`src/rtl/slvad_pkg.sv`:
```
package slvad_pkg;
   typedef enum logic [1:0] {
      PH_IDLE = 2'd0,
      PH_ADDR = 2'd1,
      PH_TX   = 2'd2,
      PH_DONE = 2'd3
   } slvad_phase_e;
endpackage

```
`src/rtl/slvad_shift.sv`:
```
module slvad_shift #(
   parameter int BYTE_W = 8,
   localparam int CNT_W = $clog2(BYTE_W + 1)
) (
   input  logic              clk,
   input  logic              rst_n,
   input  logic              clr,
   input  logic              en,
   input  logic              scl_rise,
   input  logic              sda,
   output logic [BYTE_W-1:0] shreg,
   output logic              full
);
   logic [CNT_W-1:0] cnt_q;

   always_ff @(posedge clk or negedge rst_n) begin
      if (!rst_n) begin
         cnt_q <= '0;
         shreg <= '0;
      end else if (clr) begin
         cnt_q <= '0;
      end else if (en && scl_rise && (cnt_q < CNT_W'(BYTE_W))) begin
         shreg <= {shreg[BYTE_W-2:0], sda};
         cnt_q <= cnt_q + 1'b1;
      end
   end

   assign full = (cnt_q == CNT_W'(BYTE_W));
endmodule

```
`src/rtl/slvad_decode.sv`:
```
module slvad_decode #(
   parameter int ADDR_W   = 7,
   parameter int PFX_W    = 4,
   parameter bit GCALL_EN = 1'b1,
   localparam int BYTE_W  = ADDR_W + 1
) (
   input  logic [BYTE_W-1:0] rx_byte,
   input  logic [BYTE_W-1:0] own_addr,
   output logic              hit,
   output logic              ext,
   output logic              gcall,
   output logic              rw
);
   logic [PFX_W-1:0] pfx;

   assign pfx = rx_byte[BYTE_W-1 -: PFX_W];
   assign hit = (rx_byte[BYTE_W-1:1] == own_addr[BYTE_W-1:1]);
   assign ext = (pfx == '0) || (pfx == '1);
   assign rw  = rx_byte[0];

   generate
      if (GCALL_EN) begin : g_gcall
         assign gcall = (rx_byte == '0);
      end else begin : g_no_gcall
         assign gcall = 1'b0;
      end
   endgenerate
endmodule

```
`src/rtl/slvad_txcmp.sv`:
```
module slvad_txcmp #(
   parameter int BYTE_W = 8
) (
   input  logic              clk,
   input  logic              rst_n,
   input  logic              clr,
   input  logic              load,
   input  logic [BYTE_W-1:0] ref_in,
   input  logic              check,
   input  logic [BYTE_W-1:0] cap,
   output logic              err
);
   logic [BYTE_W-1:0] ref_q;

   always_ff @(posedge clk or negedge rst_n) begin
      if (!rst_n) begin
         ref_q <= '0;
         err   <= 1'b0;
      end else if (clr) begin
         err   <= 1'b0;
      end else if (load) begin
         ref_q <= ref_in;
         err   <= 1'b0;
      end else if (check) begin
         err   <= (cap != ref_q);
      end
   end
endmodule

```
`src/rtl/slv_addr_watch.sv`:
```
module slv_addr_watch #(
   parameter int ADDR_W   = 7,
   parameter int PFX_W    = 4,
   parameter int STAT_W   = 8,
   parameter int EXT_BIT  = 5,
   parameter int HIT_BIT  = 4,
   parameter int GC_BIT   = 3,
   parameter int RW_BIT   = 0,
   parameter bit GCALL_EN = 1'b1,
   localparam int BYTE_W  = ADDR_W + 1
) (
   input  logic              clk,
   input  logic              rst_n,
   input  logic              start_det,
   input  logic              scl_rise,
   input  logic              scl_fall,
   input  logic              sda_in,
   input  logic              addr_wr,
   input  logic [BYTE_W-1:0] addr_wdata,
   input  logic              release_cmd,
   input  logic              tx_load,
   input  logic [BYTE_W-1:0] tx_data,
   output logic [BYTE_W-1:0] own_addr_q,
   output logic [STAT_W-1:0] status,
   output logic              irq,
   output logic              active,
   output logic              tx_err
);
   import slvad_pkg::*;

   generate
      if (PFX_W < 1 || PFX_W > ADDR_W) begin : g_bad_pfx
         $error("PFX_W must lie in 1..ADDR_W");
      end
      if (EXT_BIT >= STAT_W || HIT_BIT >= STAT_W || GC_BIT >= STAT_W || RW_BIT >= STAT_W) begin : g_bad_pos
         $error("status bit position out of range");
      end
      if (EXT_BIT == HIT_BIT || GC_BIT == RW_BIT || EXT_BIT == GC_BIT || HIT_BIT == RW_BIT) begin : g_dup_pos
         $error("status bit positions collide");
      end
   endgenerate

   slvad_phase_e      phase_q;
   logic              standby_q;
   logic              f_hit_q, f_ext_q, f_gc_q, f_rw_q;
   logic [BYTE_W-1:0] shreg;
   logic              full;
   logic              d_hit, d_ext, d_gc, d_rw;
   logic              tx_go, sh_clr, sh_en, byte_end, tx_check;

   assign tx_go    = tx_load && !standby_q && !start_det && !release_cmd;
   assign sh_clr   = start_det || tx_go;
   assign sh_en    = !standby_q && (phase_q == PH_ADDR || phase_q == PH_TX);
   assign byte_end = scl_fall && full && !standby_q;
   assign tx_check = byte_end && (phase_q == PH_TX) && !start_det && !release_cmd;

   slvad_shift #(.BYTE_W(BYTE_W)) u_shift (
      .clk      (clk),
      .rst_n    (rst_n),
      .clr      (sh_clr),
      .en       (sh_en),
      .scl_rise (scl_rise),
      .sda      (sda_in),
      .shreg    (shreg),
      .full     (full)
   );

   slvad_decode #(.ADDR_W(ADDR_W), .PFX_W(PFX_W), .GCALL_EN(GCALL_EN)) u_dec (
      .rx_byte  (shreg),
      .own_addr (own_addr_q),
      .hit      (d_hit),
      .ext      (d_ext),
      .gcall    (d_gc),
      .rw       (d_rw)
   );

   slvad_txcmp #(.BYTE_W(BYTE_W)) u_txc (
      .clk    (clk),
      .rst_n  (rst_n),
      .clr    (start_det),
      .load   (tx_go),
      .ref_in (tx_data),
      .check  (tx_check),
      .cap    (shreg),
      .err    (tx_err)
   );

   always_ff @(posedge clk or negedge rst_n) begin
      if (!rst_n) own_addr_q <= '0;
      else if (addr_wr) own_addr_q <= addr_wdata;
   end

   always_ff @(posedge clk or negedge rst_n) begin
      if (!rst_n) begin
         phase_q   <= PH_IDLE;
         standby_q <= 1'b0;
         f_hit_q   <= 1'b0;
         f_ext_q   <= 1'b0;
         f_gc_q    <= 1'b0;
         f_rw_q    <= 1'b0;
         irq       <= 1'b0;
         active    <= 1'b0;
      end else begin
         irq <= 1'b0;
         if (start_det) begin
            phase_q   <= PH_ADDR;
            standby_q <= 1'b0;
            f_hit_q   <= 1'b0;
            f_ext_q   <= 1'b0;
            f_gc_q    <= 1'b0;
            f_rw_q    <= 1'b0;
            active    <= 1'b0;
         end else if (release_cmd) begin
            phase_q   <= PH_IDLE;
            standby_q <= 1'b1;
            f_hit_q   <= 1'b0;
            f_ext_q   <= 1'b0;
            f_gc_q    <= 1'b0;
            f_rw_q    <= 1'b0;
            active    <= 1'b0;
         end else if (tx_go) begin
            phase_q <= PH_TX;
         end else if (byte_end && phase_q == PH_ADDR) begin
            phase_q <= PH_DONE;
            f_hit_q <= d_hit;
            f_ext_q <= d_ext;
            f_gc_q  <= d_gc;
            f_rw_q  <= d_rw;
            irq     <= d_hit || d_ext;
            active  <= d_hit || d_ext;
         end else if (tx_check) begin
            phase_q <= PH_DONE;
         end
      end
   end

   always_comb begin
      status          = '0;
      status[EXT_BIT] = f_ext_q;
      status[HIT_BIT] = f_hit_q;
      status[GC_BIT]  = f_gc_q;
      status[RW_BIT]  = f_rw_q;
   end
endmodule


```
`config.mk`:
```
export PLATFORM = sky130hd
export DESIGN_NAME = slv_addr_watch
export DESIGN_NICKNAME = d
export VERILOG_FILES = /design/src/rtl/slvad_pkg.sv /design/src/rtl/slvad_shift.sv /design/src/rtl/slvad_decode.sv /design/src/rtl/slvad_txcmp.sv /design/src/rtl/slv_addr_watch.sv
export SDC_FILE = /design/constraint.sdc
export NUM_CORES = 1
export LEC_CHECK = 0
export ABC_AREA = 1
export CAP_MARGIN = 20
export CORE_MARGIN = 4
export CORE_UTILIZATION = 40
export DETAILED_ROUTE_END_ITERATION = 8
export GPL_TIMING_DRIVEN = 0
export PLACE_DENSITY = 0.7
export SLEW_MARGIN = 20
export SYNTH_ARGS = -nofsm -noshare
export SYNTH_HDL_FRONTEND = slang
export SYNTH_HIERARCHICAL = 1
export SYNTH_SLANG_ARGS = --single-unit
```
`constraint.sdc`:
```
create_clock -name clk -period 2.15 [get_ports clk]
set_input_delay 0.5375 -clock clk [delete_from_list [all_inputs] [get_ports clk]]
set_output_delay 0.5375 -clock clk [all_outputs]
set_load 0.02 [all_outputs]
```
### After elaboration in Yosys (flattened, before gate mapping)

Cells that the tools add are included.

* register bits after elaboration: 38

* add/sub/neg operators: 1
* magnitude comparators: 1
* equal/unequal tests: 7
* mux-type cells: 36
* bitwise gates (word level): 2
* reductions and logical operators: 29

Operator list (number)
* $mux W1: 29
* $logic_and A1 B1 Y1: 12
* $mux W2: 5
* $eq A4 B4 Y1 const B: 2
* $logic_not A8 Y1: 1
* $mux W4: 2
* $ne A8 B8 Y1: 1
* $eq A7 B7 Y1: 1
* $reduce_and A2 Y1: 3
* $reduce_bool A3 Y1: 2
* $reduce_bool A5 Y1: 1
* $add A4 B1 Y4 const B: 1
* $logic_not A4 Y1: 1
* $logic_or A1 B1 Y1: 4
* $lt A4 B4 Y1 const B: 1
* $reduce_bool A2 Y1: 2
* $logic_not A1 Y1: 3
* $ne A3 B3 Y1 const B: 1
* $eq A2 B1 Y1 const B: 1
* $eq A2 B2 Y1 const B: 1
* $not A1 Y1: 2

### Depth between registers and ports, before layout

* depth in word-level cells: 11
* depth in mapped cells: 11
* gate-level depth less buffers: 11

### Hierarchy

Netlist, hierarchy kept.

By module, submodules not included
* slv_addr_watch: times used 1, cells each 83, area each 829.5 um^2, sequential area each 425.4 um^2
* slvad_shift: times used 1, cells each 65, area each 534.3 um^2, sequential area each 300.3 um^2
* slvad_txcmp: times used 1, cells each 60, area each 488.0 um^2, sequential area each 225.2 um^2
* slvad_decode: times used 1, cells each 44, area each 190.2 um^2, sequential area each 0.0 um^2

### Least setup slack after synthesis

No wires, ideal clock.

* kind: input to register
* start point: input tx_load
* end point: register u_shift.cnt_q[0]
* arrival: 1.571 ns
* required time: 2.084 ns
* slack: 0.514 ns
* stages: 8
* path buffers: 0
* path through: nand2_1 inv_1 nand2_1 inv_1 or2_2 nor3_4 nand2_1 nand2_1

* word-level cells in the longest chain between the ends: 5
* elaborated cells on any way between the ends: 6

Ends and longest elaborated chain
* start: declaration: RTL line slv_addr_watch.sv:21 `input logic tx_load,`
* $logic_and A1 B1 Y1 * (3 in a row): RTL line slv_addr_watch.sv:51 `assign tx_go = tx_load && !standby_q && !start_det && !release_cmd;`
* net tx_go: RTL line slv_addr_watch.sv:49 `logic tx_go, sh_clr, sh_en, byte_end, tx_check;`
* $logic_or A1 B1 Y1 *: RTL line slv_addr_watch.sv:52 `assign sh_clr = start_det || tx_go;`
* net sh_clr: RTL line slv_addr_watch.sv:49
* $mux W4 / $reduce_bool A2 Y1 (equally long branches)
* end signal: assignment: RTL line slvad_shift.sv:24 `cnt_q <= cnt_q + 1'b1;`
* end: declaration: RTL line slvad_shift.sv:14 `logic [CNT_W-1:0] cnt_q;`

The timed path passes the listed nets; every way through them passes the cells marked *.
A chain may end at the register's enable or synchronous reset.

### Worst setup path in the final report

* start point: input start_det
* end point: register u_shift.shreg[6]

* word-level cells in the longest chain between the ends: 6

Ends and longest elaborated chain
* start: declaration: RTL line slv_addr_watch.sv:14 `input logic start_det,`
* $logic_not A1 Y1: RTL line slv_addr_watch.sv:51
* $logic_and A1 B1 Y1 (2 in a row): RTL line slv_addr_watch.sv:51
* net tx_go: RTL line slv_addr_watch.sv:49
* $logic_or A1 B1 Y1: RTL line slv_addr_watch.sv:52
* net sh_clr: RTL line slv_addr_watch.sv:49
* $not A1 Y1 (no line)
* $reduce_and A2 Y1 (no line)
* end signal: assignment: RTL line slvad_shift.sv:23 `shreg <= {shreg[BYTE_W-2:0], sda};`
* end: declaration: RTL line slvad_shift.sv:11 `output logic [BYTE_W-1:0] shreg,`

The timed path passes the listed nets, and every way through them passes these cells.

==> flow_metrics.tcl <==
set metrics [dict create \
    worst-setup-path-type "in -> reg" \
    detailed_place.area_sq_um 2532 \
    boundaryPins 44 \
    hold_class "in -> async" \
    cp-start-kind "input pin" \
    clk_path_buf_depth 2 \
    rsz0062_at_grt "no" \
    layout.cells.most_common_list "nand2_1, dfrtp_1, clkdlybuf4s50_1" \
    crit_chain "clkdlybuf4s50_1, nor2_4, nand2_1, inv_1, or2_2, inv_1, nand2_1, nand2_1, nand2_1" \
    clock_sink_count 38 \
    critical_path.endpoint_type "register" \
    antenna_violating_nets_post_route 0 \
    total_power_uw 2119 \
    finish.net_count 331 \
    gr-total-overflow 0 \
    crit_required_ns 2.33 \
    floorplan.die.height_microns 79.45 \
    critical_path_arrival_ns 2.20 \
    port_buffers 38 \
    post-route-cell-area_sq_um 2644 \
    htree_levels 2 \
    route.vias.total 1617 \
    placeable_core_area_sq_um 4848 \
    clock_latency_ns 0.29 \
    comb_power_share_pct 29.6 \
    drcViolationCount 0 \
    pin_count_of_the_biggest_net_entering_global_routing 33 \
    first_pass_iters 4 \
    timing_hold_violations_final 0 \
    wire_length_of_the_first_global_routing_pass_microns 6727 \
    synth.ff_latch_count 38 \
    floorplan.rows 25 \
    start_util_pct 42.12 \
    layout.cells.most_common "nand2_1" \
    clock_transition_at_the_registers_of_the_reported_paths_ns 0.07 \
    synth-seq-area-share_pct 46.57 \
    p_leak_uw 0.001338 \
    swShare_pct 33.41 \
    antenna_cells 0 \
    fin_crit_sh_pct 93.72 \
    clock-root-buffer "clkbuf_8" \
    timing.final.max_slew_violations 0 \
    final_layout_size_suffix_gt1_share_pct 16.17 \
    peakVddDrop_mv 0.3882 \
    grt_util_all_layers_pct 13.64 \
    switching_power_total_uw 707.9 \
    synth-warning-count 6 \
    wl_per_cell_microns 10.73 \
    worst_path_largest_cell_delay_ns 0.61 \
    fp.dieArea_sq_um 6312 \
    area_growth_syn_to_layout_pct 29.47 \
    worstPathMaxFanout 9 \
    power.internal_uw 1411 \
    power.density_nw_per_um2 801.6 \
    wirelength_microns 3969 \
    die_width_microns 79.45 \
    power.clock.fraction_pct 23.9 \
    final.hold.worst_slack_ns 0.08479 \
    antenna_violations_before_repair 0 \
    synth_area_per_cell_sq_um 8.103 \
    tritoncts "yes" \
    syn_inst 252 \
    number_of_cts_inserted_buffers 5 \
    synth-edff-count 0 \
    netlist-cell-type-count 24 \
    setup-violations-final 0 \
    worst_path_most_repeated_cell "nand2_1" \
    run_status "finished clean" \
    cp_slowest_cell "clkdlybuf4s50_1" \
    avgViaCountPerCell 4.370 \
    worst_clk_skew_ns 0.001813 \
    postSynth.topFlopCell "dfrtp_1" \
    async_reset_ff_share_pct 100.0 \
    fin_util_pct 54.53 \
    timing.fmax_ghz 0.4963 \
    max_cap_violations 0 \
    synth.cell_area_sq_um 2042 \
    dp_hpwl_microns 3010 \
    initialDrtViolationCount 53 \
    power_frac_seq_pct 46.5 \
    routabilityCongestion 0.7459 \
    worst-r2r-cell-count 11 \
    vias_in_the_first_global_route 1514 \
    period_minus_slack_ns 2.015 \
]
[layout make-up]
cell class	count	area, sq um
clock buffer	7	86.33
fill	459	2205
tap	67	83.83
buffer	12	95.09
multi-input combinational	171	879.6
sequential	38	950.9
inverter	34	127.6
clock inverter	1	5.005
timing repair buffer	40	415.4
[power groups by stage]
stage / combinational (uW) / clock, uW / sequential, uW
after global placement: 610 / 0 / 996
after CTS: 628 / 525 / 989
final: 628 / 506 / 985
after detailed placement: 625 / 0 / 1000
after global routing: 716 / 550 / 1010
after floorplan: 407 / 0 / 984
[per-stage QoR]
stage	setup WS [ns]	instances	TNS [ns]
finish	0.1351	370	0
global route	0.01264	370	0
CTS	0.02551	369	0
detailed placement	-0.2825	361	-2.784
global placement	-0.3786	360	-16.69
floorplan	0.5135	255	0
[path summary, 6_finish.rpt]
path | startpoint | end | slack (ns)
setup / recovery | start_det | u_shift/shreg[6] | 0.14
hold / removal | rst_n | u_txc/ref_q[3] | 0.08
setup reg to reg | u_shift/cnt_q[0] | u_txc/err | 0.46
hold reg to reg | f_rw_q | f_rw_q | 0.50
max in group asynchronous | rst_n | phase_q[1] | 1.66
min in group clk | f_rw_q | f_rw_q | 0.50
[synth_stat cells (2+ instances only)]
cell | n | area (sq um)
ha_1 | 4 | 50.05
nand2_2 | 4 | 25.02
xnor2_1 | 4 | 35.03
mux2_4 | 2 | 30.03
dfrtp_1 | 38 | 950.9
inv_1 | 33 | 123.9
mux2_2 | 10 | 112.6
nand3_1 | 10 | 50.05
buf_4 | 9 | 67.56
nor2_1 | 23 | 86.33
nand4_1 | 2 | 12.51
buf_6 | 2 | 22.52
a21oi_1 | 6 | 30.03
nor2_2 | 6 | 37.54
o21ai_1 | 4 | 20.02
o21ai_0 | 2 | 10.01
nand2_1 | 86 | 322.8
[repair_timing]
item,in CTS,in global routing
setup buffers,0,1
endpoints found under the hold margin,0,0
setup endpoints to repair,0,10
resized for setup,0,0
hold buffers,0,0
[logic make-up after synthesis]
logic type / count (synthesis) / synth area share [%]
adders and majority gates: 4 / 2.451
and+or+nand+nor: 134 / 27.82
buffers and inverters: 46 / 10.91
DFF: 38 / 46.57
xor gates and xnor gates: 4 / 1.716
other: 1 / 0.1836
AOI/OAI and AO/OA: 13 / 3.370
muxes: 12 / 6.985
[flip-flops by register name, summed over array words and instances, names as in the netlist]
signal         count
own_addr_q         8
u_shift/shreg      8
u_txc/ref_q        8
u_shift/cnt_q      4
phase_q            2
active             1
f_ext_q            1
f_gc_q             1
f_hit_q            1
f_rw_q             1
irq                1
standby_q          1
u_txc/err          1
[worst max-delay path: cells and delay by family]
kind	cells	cell delay, ns
buffers and inverters	3	0.78
AND/OR/NAND/NOR	6	0.88
[metal layers]
metal	vias up	part of all wire [%]	GRT usage, %
li1	849	-	-
met1	716	47	17.58
met2	45	47	21.62
met3	7	4.8	3.950
met4	0	1.7	5.155
met5	-	0	0
Note: power is estimated with default switching activity, not from simulation.
